==> src/rtl/spi_ctrl_pkg.sv <==
package spi_ctrl_pkg;
  localparam logic [7:0] ADR_CTL = 8'h02;
  localparam logic [7:0] ADR_DAT = 8'h03;
  localparam logic [7:0] ADR_CFG = 8'h0A;
  localparam logic [7:0] ADR_DIV = 8'h0B;

  localparam int CTL_EN   = 0;
  localparam int CTL_MST  = 1;
  localparam int CTL_DONE = 6;

  localparam int CFG_CPHA  = 0;
  localparam int CFG_CPOL  = 1;
  localparam int CFG_WIDE  = 2;
  localparam int CFG_SSHI  = 6;
  localparam int CFG_IRQEN = 7;

  typedef struct packed {
    logic ss_hi;
    logic wide;
    logic cpol;
    logic cpha;
  } cfg_t;
endpackage

==> src/rtl/spi_ctrl_sync.sv <==
module spi_ctrl_sync #(
  parameter int W = 1
) (
  input  logic         clk_i,
  input  logic         rst_ni,
  input  logic [W-1:0] d_i,
  output logic [W-1:0] q_o
);
  logic [W-1:0] s1_q, s2_q;

  always_ff @(posedge clk_i or negedge rst_ni) begin
    if (!rst_ni) begin
      s1_q <= '0;
      s2_q <= '0;
    end else begin
      s1_q <= d_i;
      s2_q <= s1_q;
    end
  end

  assign q_o = s2_q;
endmodule

==> src/rtl/spi_ctrl_regs.sv <==
module spi_ctrl_regs
  import spi_ctrl_pkg::*;
#(
  parameter int DATA_W = 16,
  parameter int DIV_W  = 8
) (
  input  logic              clk_i,
  input  logic              rst_ni,
  input  logic [7:0]        addr_i,
  input  logic              we_i,
  input  logic [DATA_W-1:0] wdata_i,
  output logic [DATA_W-1:0] rdata_o,
  output logic              en_o,
  output logic              mst_o,
  output cfg_t              cfg_o,
  output logic [DIV_W-1:0]  div_o,
  output logic [DATA_W-1:0] tx_o,
  output logic              start_o,
  output logic              done_o,
  output logic              irq_o,
  input  logic              busy_i,
  input  logic              xfer_done_i,
  input  logic [DATA_W-1:0] rx_i
);
  logic              en_q, mst_q, done_q;
  logic [7:0]        cfg_q;
  logic [DIV_W-1:0]  div_q;
  logic [DATA_W-1:0] tx_q, rx_q;
  logic wr_ctl, wr_dat, wr_cfg, wr_div;

  assign wr_ctl = we_i && (addr_i == ADR_CTL);
  assign wr_dat = we_i && (addr_i == ADR_DAT);
  assign wr_cfg = we_i && (addr_i == ADR_CFG);
  assign wr_div = we_i && (addr_i == ADR_DIV);

  always_ff @(posedge clk_i or negedge rst_ni) begin
    if (!rst_ni) begin
      en_q   <= 1'b0;
      mst_q  <= 1'b0;
      done_q <= 1'b0;
      cfg_q  <= '0;
      div_q  <= '0;
      tx_q   <= '0;
      rx_q   <= '0;
    end else begin
      if (wr_ctl) begin
        en_q  <= wdata_i[CTL_EN];
        mst_q <= wdata_i[CTL_MST];
      end
      if (wr_cfg) cfg_q <= wdata_i[7:0];
      if (wr_div) div_q <= wdata_i[DIV_W-1:0];
      if (wr_dat) tx_q <= wdata_i;
      if (xfer_done_i) rx_q <= rx_i;
      // hardware set wins over a same-cycle software clear
      if (xfer_done_i) done_q <= 1'b1;
      else if (wr_ctl && !wdata_i[CTL_DONE]) done_q <= 1'b0;
    end
  end

  always_comb begin
    rdata_o = '0;
    unique case (addr_i)
      ADR_CTL: begin
        rdata_o[CTL_EN]   = en_q;
        rdata_o[CTL_MST]  = mst_q;
        rdata_o[CTL_DONE] = done_q;
      end
      ADR_DAT: rdata_o = rx_q;
      ADR_CFG: rdata_o[7:0] = cfg_q;
      ADR_DIV: rdata_o[DIV_W-1:0] = div_q;
      default: rdata_o = '0;
    endcase
  end

  assign cfg_o.cpha  = cfg_q[CFG_CPHA];
  assign cfg_o.cpol  = cfg_q[CFG_CPOL];
  assign cfg_o.wide  = cfg_q[CFG_WIDE];
  assign cfg_o.ss_hi = cfg_q[CFG_SSHI];

  assign en_o    = en_q;
  assign mst_o   = mst_q;
  assign div_o   = div_q;
  assign tx_o    = tx_q;
  assign done_o  = done_q;
  assign start_o = wr_dat && en_q && mst_q && !busy_i;
  assign irq_o   = done_q && cfg_q[CFG_IRQEN];
endmodule

==> src/rtl/spi_ctrl_clkgen.sv <==
module spi_ctrl_clkgen #(
  parameter int DIV_W = 8
) (
  input  logic             clk_i,
  input  logic             rst_ni,
  input  logic             run_i,
  input  logic [DIV_W-1:0] div_i,
  output logic             tick_o
);
  logic [DIV_W-1:0] cnt_q;

  always_ff @(posedge clk_i or negedge rst_ni) begin
    if (!rst_ni) cnt_q <= '0;
    else if (!run_i || cnt_q == div_i) cnt_q <= '0;
    else cnt_q <= cnt_q + 1'b1;
  end

  // one tick per half period of the serial clock
  assign tick_o = run_i && (cnt_q == div_i);
endmodule

==> src/rtl/spi_ctrl_shift.sv <==
module spi_ctrl_shift #(
  parameter int DATA_W = 16
) (
  input  logic              clk_i,
  input  logic              rst_ni,
  input  logic              en_i,
  input  logic              mst_i,
  input  logic              cpha_i,
  input  logic              cpol_i,
  input  logic              wide_i,
  input  logic              start_i,
  input  logic              tick_i,
  input  logic [DATA_W-1:0] ld_mst_i,
  input  logic [DATA_W-1:0] ld_slv_i,
  input  logic              sck_s_i,
  input  logic              ss_act_i,
  input  logic              sdi_i,
  output logic              busy_o,
  output logic              done_o,
  output logic [DATA_W-1:0] rx_o,
  output logic              sdo_o,
  output logic              ph_o
);
  localparam int HALF_W = DATA_W / 2;
  localparam int CW     = $clog2(2 * DATA_W);

  logic              busy_q, ph_q, sdo_q, sck_prev_q;
  logic [CW-1:0]     cnt_q;
  logic [DATA_W-1:0] tx_sr_q, rx_sr_q;
  logic              edge_ev, lead, smp, drv, last;
  logic [DATA_W-1:0] rx_nxt, ld_src, ld_al, tx_ld;

  always_comb begin
    edge_ev = busy_q && (mst_i ? tick_i : (sck_s_i != sck_prev_q));
    lead    = mst_i ? !ph_q : (sck_s_i != cpol_i);
    smp     = edge_ev && (lead != cpha_i);
    drv     = edge_ev && !smp;
    last    = edge_ev && (cnt_q == (wide_i ? CW'(2*DATA_W-1) : CW'(2*HALF_W-1)));
    rx_nxt  = smp ? {rx_sr_q[DATA_W-2:0], sdi_i} : rx_sr_q;
    ld_src  = mst_i ? ld_mst_i : ld_slv_i;
    ld_al   = wide_i ? ld_src : {ld_src[HALF_W-1:0], {HALF_W{1'b0}}};
    // phase 0 presents the first bit before the first edge
    tx_ld   = cpha_i ? ld_al : (ld_al << 1);
  end

  always_ff @(posedge clk_i or negedge rst_ni) begin
    if (!rst_ni) begin
      busy_q     <= 1'b0;
      ph_q       <= 1'b0;
      sdo_q      <= 1'b0;
      sck_prev_q <= 1'b0;
      cnt_q      <= '0;
      tx_sr_q    <= '0;
      rx_sr_q    <= '0;
    end else begin
      sck_prev_q <= sck_s_i;
      if (!en_i) begin
        busy_q <= 1'b0;
        ph_q   <= 1'b0;
      end else if (!busy_q) begin
        if (mst_i ? start_i : ss_act_i) begin
          busy_q  <= 1'b1;
          ph_q    <= 1'b0;
          cnt_q   <= '0;
          rx_sr_q <= '0;
          tx_sr_q <= tx_ld;
          if (!cpha_i) sdo_q <= ld_al[DATA_W-1];
        end
      end else if (!mst_i && !ss_act_i) begin
        busy_q <= 1'b0;  // select released mid-character
      end else if (edge_ev) begin
        ph_q    <= ~ph_q;
        cnt_q   <= cnt_q + 1'b1;
        rx_sr_q <= rx_nxt;
        if (drv) begin
          sdo_q   <= tx_sr_q[DATA_W-1];
          tx_sr_q <= tx_sr_q << 1;
        end
        if (last) begin
          cnt_q <= '0;
          ph_q  <= 1'b0;
          if (mst_i) begin
            busy_q <= 1'b0;
          end else begin
            rx_sr_q <= '0;
            tx_sr_q <= tx_ld;
            if (!cpha_i) sdo_q <= ld_al[DATA_W-1];
          end
        end
      end
    end
  end

  assign done_o = en_i && last && (mst_i || ss_act_i);
  assign rx_o   = wide_i ? rx_nxt : {{HALF_W{1'b0}}, rx_nxt[HALF_W-1:0]};
  assign busy_o = busy_q;
  assign sdo_o  = sdo_q;
  assign ph_o   = ph_q;
endmodule

==> src/rtl/spi_ctrl.sv <==
module spi_ctrl
  import spi_ctrl_pkg::*;
#(
  parameter int DATA_W = 16,
  parameter int DIV_W  = 8
) (
  input  logic              clk_i,
  input  logic              rst_ni,
  input  logic [7:0]        bus_addr_i,
  input  logic              bus_we_i,
  input  logic [DATA_W-1:0] bus_wdata_i,
  output logic [DATA_W-1:0] bus_rdata_o,
  output logic              irq_o,
  output logic              sck_o,
  output logic              mosi_o,
  input  logic              miso_i,
  input  logic              sck_i,
  input  logic              ss_i,
  input  logic              mosi_i,
  output logic              miso_o,
  output logic              miso_oe_o
);
  logic              en, mst, start, tick, busy, xfer_done, done_flag, sdo, ph;
  logic              sck_s, ss_s, mosi_s, ss_act, sdi;
  cfg_t              cfg;
  logic [DIV_W-1:0]  div;
  logic [DATA_W-1:0] tx_buf, rx_data;

  spi_ctrl_regs #(.DATA_W(DATA_W), .DIV_W(DIV_W)) u_regs (
    .clk_i       (clk_i),
    .rst_ni      (rst_ni),
    .addr_i      (bus_addr_i),
    .we_i        (bus_we_i),
    .wdata_i     (bus_wdata_i),
    .rdata_o     (bus_rdata_o),
    .en_o        (en),
    .mst_o       (mst),
    .cfg_o       (cfg),
    .div_o       (div),
    .tx_o        (tx_buf),
    .start_o     (start),
    .done_o      (done_flag),
    .irq_o       (irq_o),
    .busy_i      (busy),
    .xfer_done_i (xfer_done),
    .rx_i        (rx_data)
  );

  spi_ctrl_sync #(.W(3)) u_sync (
    .clk_i  (clk_i),
    .rst_ni (rst_ni),
    .d_i    ({sck_i, ss_i, mosi_i}),
    .q_o    ({sck_s, ss_s, mosi_s})
  );

  spi_ctrl_clkgen #(.DIV_W(DIV_W)) u_clkgen (
    .clk_i  (clk_i),
    .rst_ni (rst_ni),
    .run_i  (busy && mst),
    .div_i  (div),
    .tick_o (tick)
  );

  assign ss_act = (ss_s == cfg.ss_hi);
  assign sdi    = mst ? miso_i : mosi_s;

  spi_ctrl_shift #(.DATA_W(DATA_W)) u_shift (
    .clk_i    (clk_i),
    .rst_ni   (rst_ni),
    .en_i     (en),
    .mst_i    (mst),
    .cpha_i   (cfg.cpha),
    .cpol_i   (cfg.cpol),
    .wide_i   (cfg.wide),
    .start_i  (start),
    .tick_i   (tick),
    .ld_mst_i (bus_wdata_i),
    .ld_slv_i (tx_buf),
    .sck_s_i  (sck_s),
    .ss_act_i (ss_act),
    .sdi_i    (sdi),
    .busy_o   (busy),
    .done_o   (xfer_done),
    .rx_o     (rx_data),
    .sdo_o    (sdo),
    .ph_o     (ph)
  );

  assign sck_o     = cfg.cpol ^ ph;
  assign mosi_o    = (en && mst) ? sdo : 1'b0;
  assign miso_oe_o = en && !mst && ss_act;
  assign miso_o    = miso_oe_o ? sdo : 1'b0;
endmodule

==> config.mk <==
export PLATFORM = sky130hd
export DESIGN_NAME = spi_ctrl
export DESIGN_NICKNAME = d
export VERILOG_FILES = /design/src/rtl/spi_ctrl_pkg.sv /design/src/rtl/spi_ctrl_sync.sv /design/src/rtl/spi_ctrl_regs.sv /design/src/rtl/spi_ctrl_clkgen.sv /design/src/rtl/spi_ctrl_shift.sv /design/src/rtl/spi_ctrl.sv
export SDC_FILE = /design/constraint.sdc
export NUM_CORES = 1
export LEC_CHECK = 0
export ABC_AREA = 1
export ABC_CLOCK_PERIOD_IN_PS = 4340
export CAP_MARGIN = 20
export CORE_UTILIZATION = 40
export DETAILED_ROUTE_END_ITERATION = 10
export DONT_BUFFER_PORTS = 1
export GPL_TIMING_DRIVEN = 0
export PLACE_DENSITY = 0.57
export SYNTH_ARGS = -nofsm -noshare
export SYNTH_HDL_FRONTEND = slang
export SYNTH_HIERARCHICAL = 1
export SYNTH_SLANG_ARGS = --single-unit
export TNS_END_PERCENT = 10
==> constraint.sdc <==
create_clock -name clk_i -period 4.34 [get_ports clk_i]
set_input_delay 0.868 -clock clk_i [delete_from_list [all_inputs] [get_ports clk_i]]
set_output_delay 0.868 -clock clk_i [all_outputs]
set_load 0.005 [all_outputs]
==> key figures, run 1 <==
Routing
  • 1st-iter DRT viols: 337
  • DRC Markers: 0
  • Avg Vias per Cell: 4.975
  • WL per Instance: 14.39 um
  • Final WL: 15,350 um
  • Vias: 5,308
  • Drt pass-1 iters: 7
  • DRT antenna net count: 0

Clocking
  • Num CTS Buffers: 9
  • H-tree depth: 3
  • Root buf cell: clkbuf_16
  • CTS tree: yes
  • Clk_lat worst skew: 360 ps
  • CTS max path bufs: 2
  • Clock sink total: 106
  • Cts hold-fix bufs: 0
  • Resized cells post-CTS: 0
  • Worst-path clk slew: 70 ps
  • Setup bufs post-CTS: 0

Global routing
  • GRT Util Overall: 20.23%
  • Gr busiest metal: met2
  • Initial antenna violation count: 0
  • Met2 Use GR: 31.60%
  • Grt met3 use: 4.648%
  • Met1 Use GR: 28.20%
  • Vias in the first global route: 4,982
  • Largest net degree at the start of global routing: 107
  • Grt total ovfl: 0
  • First-pass GRT wire length: 25,600 um

Worst setup path
  • Worst R2R Start: u_clkgen/cnt_q[5]
  • Critical Path Start Type: flop
  • Reg2Reg Depth: 16
  • Reg-to-reg endpoint: u_regs/rx_q[14]
  • R2r setup slk: 1360 ps
  • Arr. time, crit path: 3260 ps
  • WS Path Type: flop to flop
  • Max FO, Critical Path: 10
  • CP Capture Type: flop
  • WP data required: 4620 ps

Synth
  • Ys Warns: 6
  • EDFF count, synth: 0
  • Synth Instances: 840
  • Yosys reg bits: 106
  • Ys async rst share: 100.0%
  • Cell Area, Synth: 6309 um2
  • Sequential area share after synthesis: 42.05%
  • Syn Area/Cell: 7.510 um2
  • Yosys cell types: 34
  • Ys flop type: dfrtp_1
  • Synth Net Count: 873

Finish
  • Register cell area after layout: 2653 um2
  • Ant. Diodes: 0
  • Fill cell count: 1,593
  • Layout Nets: 884
  • Post-Layout Cell Count: 1,067
  • Finished Cell Area: 6893 um2
  • Multi-input gate area: 3003 um2
  • Layout cells sized above 1: 15.65%
  • Post-synthesis to final-layout area growth: 9.262%

Place
  • Post-detail-place hpwl: 11,260 um
  • GP Congestion: 0.8122
  • Area after DPL: 6573 um2
  • Port bufs: 0
  • Placed cells: 1,051

Outcome
  • Outcome: completed

STA
  • Final setup vio count: 0
  • Fin. Hold Viols: 0
  • RSZ-0062 raised after global routing: false
  • Worst slew margin: 60.55%
  • Slew Limit Fails: 0
  • Setup TNS: 0 ps
  • Final worst path period share: 68.76%
  • Fmax achieved: 0.3351 GHz
  • Setup Skew: 6.505 ps
  • Worst-Margin Slew: 591.8 ps
  • Crit path time final: 2984 ps

Hold path
  • Worst Hold Class: input pin to async pin

Job
  • Max-Cap Viols: 0

Die
  • Row cnt: 45
  • Core ar.: 15,310 um2
  • Die height: 127.6 um
  • Die Area: 16,280 um2
  • I/O Pins: 52
  • Initial Utilization: 41.19%
  • Die Width: 127.6 um

Pwr
  • Peak VDD IR: 0.2114 mV
  • P_leak: 3.300 nW
  • Pwr dens: 345.8 nW/um2
  • Total power: 2.383 mW
[routing by layer]
metal | share of wire (%) | vias up | wire length (um)
met5 | 0 | - | 0
met4 | 1.1 | 0 | 163
met3 | 4.5 | 11 | 688
met2 | 45 | 84 | 6896
met1 | 50 | 2516 | 7600
li1 | - | 2697 | -
[cells in the mapped netlist, types with 5 or more instances]
master | instances | area (um2)
nor2_1 | 34 | 127.6
inv_1 | 80 | 300.3
buf_4 | 10 | 75.07
a21oi_1 | 7 | 35.03
nand2_2 | 9 | 56.30
nand3_2 | 15 | 150.1
xnor2_1 | 5 | 43.79
and2_1 | 8 | 50.05
o21ai_0 | 27 | 135.1
nand3_1 | 132 | 660.6
clkbuf_1 | 7 | 26.28
nand2_1 | 278 | 1044
buf_2 | 13 | 65.06
o21ai_1 | 25 | 125.1
buf_6 | 13 | 146.4
dfrtp_1 | 106 | 2653
o21ai_2 | 32 | 280.3
inv_2 | 8 | 30.03
[final cells by class]
class / count / area share [%]
Clock buffer: 11 / 3.522
Clock inverter: 5 / 1.125
Multi-Input combinational cell: 601 / 43.57
Inverter: 90 / 4.937
Buffer: 43 / 4.538
Sequential cell: 106 / 38.48
Tap cell: 211 / 3.830
[logic make-up after synthesis]
logic type | count (synthesis) | share of synthesized area (%)
compound gates | 93 | 9.381
xor+xnor | 9 | 1.249
fa+ha+maj | 2 | 0.3966
buf+inv | 133 | 10.35
flops | 106 | 42.05
simple gates | 497 | 36.57
[stage by stage]
step	setup slack, ps	utilization [%]	hold slack, ps
2_1_floorplan	1803	-	331.2
3_3_place_gp	1340	42.92	332.7
3_5_place_dp	1406	42.92	335.8
4_1_cts	1360	45.01	186.0
5_1_grt	1100	45.01	184.3
6_report	1356	45.01	202.0
[where the power goes]
| part | internal, mW | leakage [nW] | total (mW) | switching (mW) |
|---|---|---|---|---|
| clock network | 0.520 | 0.156 | 0.887 | 0.368 |
| logic | 0.128 | 1.75 | 0.347 | 0.219 |
| registers | 1.09 | 1.39 | 1.15 | 0.0624 |
| total | 1.73 | 3.30 | 2.38 | 0.649 |
[placed cells by master (no fill, tap or decap), drive strengths merged, types with 2 or more instances in the layout]
cell type	instances
nand4	2
bufinv	2
nand2	289
nor2	42
and2	8
ha	2
xor2	4
nand3	149
nor3	6
a21oi	8
clkbuf	18
o21ai	84
clkinv	3
xnor2	5
dfrtp	106
buf	36
inv	89
[worst max-delay path by stage]
stage	from	to	slack [ps]
5_1_grt	u_clkgen/cnt_q[6]	u_regs/rx_q[14]	1100
3_5_place_dp	u_clkgen/cnt_q[5]	u_regs/rx_q[13]	1410
3_3_place_gp	u_clkgen/cnt_q[5]	u_regs/rx_q[13]	1340
6_report	u_clkgen/cnt_q[5]	u_regs/rx_q[14]	1360
2_1_floorplan	bus_addr_i[2]	u_shift/tx_sr_q[6]	1800
4_1_cts	u_clkgen/cnt_q[5]	u_regs/rx_q[13]	1360
[registers in the layout (all words and copies together) (netlist names), 3 cells and up]
register         cells
u_shift/tx_sr_q     16
u_regs/tx_o         16
u_sync/s1_q          3
u_shift/rx_sr_q     16
u_clkgen/cnt_q       8
u_sync/q_o           3
u_shift/cnt_q        5
u_regs/cfg_q         8
u_regs/rx_q         16
u_regs/div_o         8
[worst max-delay path: stages (launching register included)]
cell	delay [ps]
dfrtp_1	410
inv_1	130
nand2_1	70
nand2_1	50
nand2_1	50
nor2_1	140
nand2_2	100
nor2_1	190
nand3_1	120
nand2_2	160
buf_2	260
nand2_1	180
nor2_1	120
clkbuf_1	330
clkbuf_1	380
nand2_1	120
o21ai_1	100
(Power assumes the default switching activity.)
==> inputs of run 2 (changes only) <==
- ABC_CLOCK_PERIOD_IN_PS: 4340 -> 2500
- PLACE_DENSITY: 0.57 -> 0.59
- clock period: 4.34 -> 2.5 ns (I/O delays scaled with it)
==> run 2 against run 1 <==
Net effect:
- the run now ends with negative hold slack left
- sequential power increased by 73%
- highest routed layer unchanged
- utilization decreased by 0.29 points
- via count decreased by 0.92%
- power increased by 63%
- flip-flop and latch count unchanged
- sequential share of layout area increased by 0.25 points
- first-iteration DRC count increased by 9.8%
- register-to-register slack got worse by 1100 ps
- clock power increased by 45%
- hold slack got worse by 360 ps
==> key figures, run 2 (same netlist as run 1, synthesis figures left out) <==
Finish
  • Layout cells sized above 1: 16.04% (+0.39 points)
  • Layout Nets: 884 (unchanged)
  • Post-synthesis to final-layout area growth: 8.568%
  • Post-layout util: 44.72% (-0.29 points)
  • Most frequent cells in the layout: nand2_1, nand3_1, dfrtp_1
  • Ant. Diodes: 0 (unchanged)
  • Commonest non-fill, non-tap cell in the layout: nand2_1

Place
  • Port bufs: 0 (unchanged)
  • GP Congestion: 0.8141 (+0.23%)
  • Post-detail-place hpwl: 11,260 um (about the same)

STA
  • Worst hold margin: -162.7 ps (-364.7 ps)
  • RSZ-0062 raised after global routing: false
  • Fmax achieved: 0.4393 GHz (+31%)
  • Slew Limit Fails: 0 (unchanged)
  • Worst-Margin Slew: 550.5 ps (-41.24 ps)
  • Fin. Hold Viols: 106 (+106)
  • Final setup vio count: 0 (unchanged)
  • Setup Skew: 6.697 ps (+0.1921 ps)
  • Setup TNS: 0 ps (unchanged)
  • Final worst path period share: 91.04% (+22 points)
  • Crit path time final: 2276 ps (-708.0 ps)
  • Worst slew margin: 63.02% (+2.5 points)

Routing
  • Drt pass-1 iters: 7 (unchanged)
  • Vias: 5,259 (-0.92%)
  • WL per Instance: 14.38 um (about the same)
  • Final WL: 15,320 um (-0.20%)
  • DRC Markers: 0 (unchanged)
  • DRT antenna net count: 0 (unchanged)
  • Avg Vias per Cell: 4.938 (-0.74%)
  • 1st-iter DRT viols: 370 (+9.8%)

Pwr
  • Pwr dens: 568.0 nW/um2 (+64%)
  • Peak VDD IR: 0.3725 mV (+76%)
  • Total power: 3.890 mW (+63%)
  • P_leak: 3.282 nW (-0.53%)

Worst setup path
  • Arr. time, crit path: 2530 ps (-730 ps)
  • Critical Path Start Type: flop
  • CP Capture Type: flop
  • Stages on the worst setup path: 16 (unchanged)
  • CP startpoint: u_clkgen/cnt_q[5]
  • Crit-path max cell delay: 400 ps (about the same)
  • CP max-delay cell: dfrtp_1
  • Critical Path Sink: u_shift/tx_sr_q[3]
  • Max FO, Critical Path: 10 (unchanged)
  • Reg-to-reg endpoint: u_shift/tx_sr_q[3]
  • Reg2Reg Depth: 16 (unchanged)
  • WS Path Type: flop to flop
  • Critical path, cell by cell: inv_1, nand2_1, nand2_1, nand2_1, nor2_1, nand2_2, nor2_2, nand3_1, nand2_4, nand3_2, nand2_2, buf_6, buf_4, nand3_1, nand3_1, nand2_1
  • Cell family with most CP delay: simple AND/OR/NAND/NOR gates
  • R2r setup slk: 220 ps (-1130 ps)
  • CP Buf/Inv Count: 3 (-1)
  • Worst R2R Start: u_clkgen/cnt_q[5]
  • WP data required: 2750 ps (-1870 ps)
  • Top cell by count, worst path: nand2_1

Clocking
  • Clock sink total: 106 (unchanged)
  • CTS max path bufs: 2 (unchanged)
  • H-tree depth: 3 (unchanged)
  • Root buf cell: clkbuf_16
  • Worst-path clk slew: 70 ps (about the same)
  • Clk_lat worst skew: 360 ps (about the same)
  • CTS tree: yes
  • Num CTS Buffers: 9 (unchanged)

Die
  • Die Area: 16,280 um2 (unchanged)
  • Die height: 127.6 um (unchanged)
  • Die Width: 127.6 um (unchanged)
  • Initial Utilization: 41.19% (unchanged)
  • Core ar.: 15,310 um2 (unchanged)
  • Row cnt: 45 (unchanged)
  • I/O Pins: 52 (unchanged)

Outcome
  • Outcome: finished, violations left
  • Failing checks: negative hold slack

Global routing
  • Initial antenna violation count: 0 (unchanged)
  • First-pass GRT wire length: 25,870 um (+1.1%)
  • GRT Util Overall: 20.43% (+0.19 points)
  • Grt total ovfl: 0 (unchanged)
  • Largest net degree at the start of global routing: 107 (unchanged)
  • Vias in the first global route: 5,026 (+0.88%)

Hold path
  • Worst Hold Class: input pin to async pin

Job
  • Max-Cap Viols: 0 (unchanged)
-- run 2: how the worst min path moves through the flow --
stage,slack (ps),startpoint,endpoint,cells past startpoint
2_1_floorplan,200,rst_ni,u_clkgen/cnt_q[0],0
3_3_place_gp,210,rst_ni,u_clkgen/cnt_q[3],0
3_5_place_dp,210,rst_ni,u_clkgen/cnt_q[4],0
4_1_cts,-180,rst_ni,u_shift/tx_sr_q[15],0
5_1_grt,-180,rst_ni,u_shift/tx_sr_q[4],0
6_report,-160,rst_ni,u_clkgen/cnt_q[3],0
-- run 2: what timing repair did --
| action | CTS | global route |
|---|---|---|
| resized for setup | 8 | 2 |
| hold endpoints to repair | 106 | 106 |
| endpoints found under the setup margin | 17 | 27 |
| pin swaps | 0 | 1 |
| setup buffers | 0 | 1 |
-- run 2: area by class of cell --
class,count,area (um2)
well taps,211,264.0
plain buffers,42,319.1
multi-input cells,601,3013
clock buffers,11,232.7
inverters,90,341.6
flip-flops and latches,106,2653
clock inverters,3,18.77
repair buffers,1,7.507
fillers,1611,8466
-- run 2: report_power, final --
group	leakage (nW)	internal, mW	switching (mW)
logic	1.76	0.222	0.380
clock network	0.125	0.664	0.629
registers	1.39	1.89	0.108
total	3.28	2.77	1.12
-- run 2: per-stage QoR --
step / area [um2] / worst slack (ps) / cells
3_3_place_gp: 6573 / -472.8 / 1051
4_1_cts: 6837 / 41.34 / 1064
2_1_floorplan: 6309 / 254.2 / 840
6_report: 6849 / 223.9 / 1065
5_1_grt: 6849 / 11.39 / 1065
3_5_place_dp: 6573 / -455.4 / 1051
-- run 2: metal layers --
layer	track usage (%)	wire, um	up-vias
li1	-	-	2693
met1	28.11	7566	2459
met2	32.18	6794	95
met3	4.816	781	12
met4	5.606	176	0
met5	0	0	-
==> inputs of run 3 (changes only) <==
- ABC_CLOCK_PERIOD_IN_PS: 2500 -> 2400
- PLACE_DENSITY: 0.59 -> 0.57
- SLEW_MARGIN: not set -> 20
- clock period: 2.5 -> 2.4 ns (I/O delays scaled with it)
==> run 3 against run 2 <==
Net effect:
- the run still ends with negative hold slack left
- final cell count is 0.47% higher
- sequential share of layout area decreased by 0.58 points
- clock skew decreased by 0.81 ps
- maximum frequency rose by 2.3%
- count of clock-buffer cells in the layout unchanged
- flip-flop and latch count did not move
- utilization is 0.73 points higher
- highest routed layer unchanged
- critical path type unchanged
- global-route usage down 0.19 points
- power increased by 11%
- register-to-register slack got worse by 50 ps
- critical path depth fell by 4
==> key figures, run 3 (same netlist as run 1, synthesis figures left out) <==
Outcome
  • Outcome: finished, violations left
  • Failing checks: negative hold slack

Pwr
  • Pwr dens: 620.5 nW/um2 (+9.2%)
  • P_leak: 3.331 nW (+1.5%)
  • Peak VDD IR: 0.3823 mV (+2.6%)
  • Total power: 4.319 mW (+11%)

Finish
  • Commonest non-fill, non-tap cell in the layout: nand2_1
  • Multi-input gate area: 3020 um2 (+0.25%)
  • Layout Nets: 887 (+0.34%)
  • Post-layout util: 45.45% (+0.73 points)
  • Fill cell count: 1,595 (-0.99%)
  • Most frequent cells in the layout: nand2_1, nand3_1, dfrtp_1
  • Register cell area after layout: 2655 um2 (about the same)
  • Ant. Diodes: 0 (unchanged)
  • Post-synthesis to final-layout area growth: 10.33%
  • Layout cells sized above 1: 17.11% (+1.1 points)
  • Finished Cell Area: 6960 um2 (+1.6%)

Worst setup path
  • CP max-delay cell: dfrtp_1
  • CP Buf/Inv Count: 5 (+2)
  • Cell family with most CP delay: buffers and inverters
  • Critical path, cell by cell: nand2_1, inv_1, inv_1, nor2_4, nand3_1, nand2_4, buf_6, nand2_2, nor2_1, buf_4, buf_4, o21ai_0
  • Crit-path max cell delay: 540 ps (+140 ps)
  • WS Path Type: flop to flop
  • Critical Path Start Type: flop
  • WP data required: 2630 ps (-120 ps)
  • Arr. time, crit path: 2460 ps (-70 ps)
  • Max FO, Critical Path: 10 (unchanged)
  • CP Capture Type: flop

Routing
  • DRC Markers: 0 (unchanged)
  • Vias: 5,337 (+1.5%)
  • 1st-iter DRT viols: 350 (-5.4%)
  • Drt pass-1 iters: 5 (-2)
  • DRT antenna net count: 0 (unchanged)
  • WL per Instance: 14.35 um (-0.26%)
  • Final WL: 15,350 um (+0.21%)
  • Avg Vias per Cell: 4.988 (+1.0%)

STA
  • Slew Limit Fails: 0 (unchanged)
  • Final worst path period share: 92.71% (+1.7 points)
  • Worst slew margin: 61.73% (-1.3 points)
  • Crit path time final: 2225 ps (-51.02 ps)
  • Fin. Hold Viols: 106 (unchanged)
  • Final setup vio count: 0 (unchanged)
  • Fmax achieved: 0.4494 GHz (+2.3%)
  • RSZ-0062 raised after global routing: true
  • Worst-Margin Slew: 574.0 ps (+23.52 ps)
  • Setup TNS: 0 ps (unchanged)
  • Setup Skew: 5.889 ps (-0.8081 ps)
  • Worst hold margin: -187.4 ps (-24.65 ps)

Global routing
  • GRT Util Overall: 20.23% (-0.19 points)
  • Largest net degree at the start of global routing: 107 (unchanged)
  • Met1 Use GR: 28.17% (+0.065 points)
  • First-pass GRT wire length: 25,610 um (-0.99%)
  • Grt total ovfl: 0 (unchanged)
  • Grt met3 use: 4.648% (-0.17 points)
  • Initial antenna violation count: 0 (unchanged)
  • Vias in the first global route: 4,991 (-0.70%)
  • Gr busiest metal: met2
  • Met2 Use GR: 31.63% (-0.55 points)

Clocking
  • Num CTS Buffers: 9 (unchanged)
  • Root buf cell: clkbuf_16
  • CTS tree: yes
  • CTS max path bufs: 2 (unchanged)
  • Clk_lat worst skew: 360 ps (about the same)
  • Clock sink total: 106 (unchanged)
  • H-tree depth: 3 (unchanged)
  • Worst-path clk slew: 70 ps (about the same)

Place
  • Area after DPL: 6573 um2 (unchanged)
  • Port bufs: 0 (unchanged)
  • GP Congestion: 0.8122 (-0.23%)
  • Post-detail-place hpwl: 11,260 um (about the same)

Die
  • Row cnt: 45 (unchanged)
  • I/O Pins: 52 (unchanged)
  • Die Width: 127.6 um (unchanged)
  • Core ar.: 15,310 um2 (unchanged)
  • Initial Utilization: 41.19% (unchanged)
  • Die height: 127.6 um (unchanged)
  • Die Area: 16,280 um2 (unchanged)

Job
  • Max-Cap Viols: 0 (unchanged)

Hold path
  • Worst Hold Class: input pin to async pin
## run 3: cell count changes in the layout (fill, tap and decap cells not counted), moves of 2 or more
cell       change
buf_4          +4
bufinv_16      +2
clkbuf_4       -3
clkbuf_8       +2
dfrtp_1        -2
dfrtp_2        +2
## run 3: worst paths after layout
check | from | to | slack [ps] | cells past startpoint
worst max-delay path | u_regs/mst_o | u_regs/rx_q[13] | 170 | 12
worst min-delay path | rst_ni | u_regs/div_o[4] | -190 | 0
worst max register to register | u_regs/mst_o | u_regs/rx_q[13] | 170 | 12
worst min register to register | u_sync/s1_q[1] | u_sync/q_o[1] | 350 | 0
max in group asynchronous | rst_ni | u_regs/tx_o[13] | 2410 | 0
min in group clk_i | mosi_i | u_sync/s1_q[0] | 150 | 0
## run 3: power by group
part | switching, mW | internal [mW] | total [mW] | leakage, nW
clock | 0.668 | 0.940 | 1.61 | 0.156
sequential | 0.113 | 1.97 | 2.08 | 1.39
combinational | 0.399 | 0.234 | 0.633 | 1.78
total | 1.18 | 3.14 | 4.32 | 3.33
## run 3: timing repair
item,in CTS,in global routing
setup endpoints to repair,17,17
gates resized for setup,13,7
setup buffers,0,3
pin swaps,1,2
endpoints found under the hold margin,106,106
## run 3: layout make-up
type / count / area share, %
Clock inverter: 5 / 1.115
Clock buffer: 11 / 3.487
Tap cell: 211 / 3.793
Inverter: 90 / 4.907
Timing Repair Buffer: 3 / 0.3236
Buffer: 43 / 4.836
Sequential cell: 106 / 38.14
Multi-Input combinational cell: 601 / 43.39
## run 3: per-layer routing
layer | routed length, um | vias up
li1 | - | 2706
met1 | 7553 | 2508
met2 | 6853 | 106
met3 | 753 | 17
met4 | 189 | 0
met5 | 0 | -
## run 3: metrics by stage
stage | std cells | hold WS, ps | worst slack (ps)
5_1_grt | 1070 | -203.7 | -10.56
4_1_cts | 1067 | -202.0 | 58.08
3_3_place_gp | 1051 | 186.4 | -600.5
6_report | 1070 | -187.4 | 174.9
3_5_place_dp | 1051 | 187.4 | -534.2
2_1_floorplan | 840 | 184.4 | 154.2
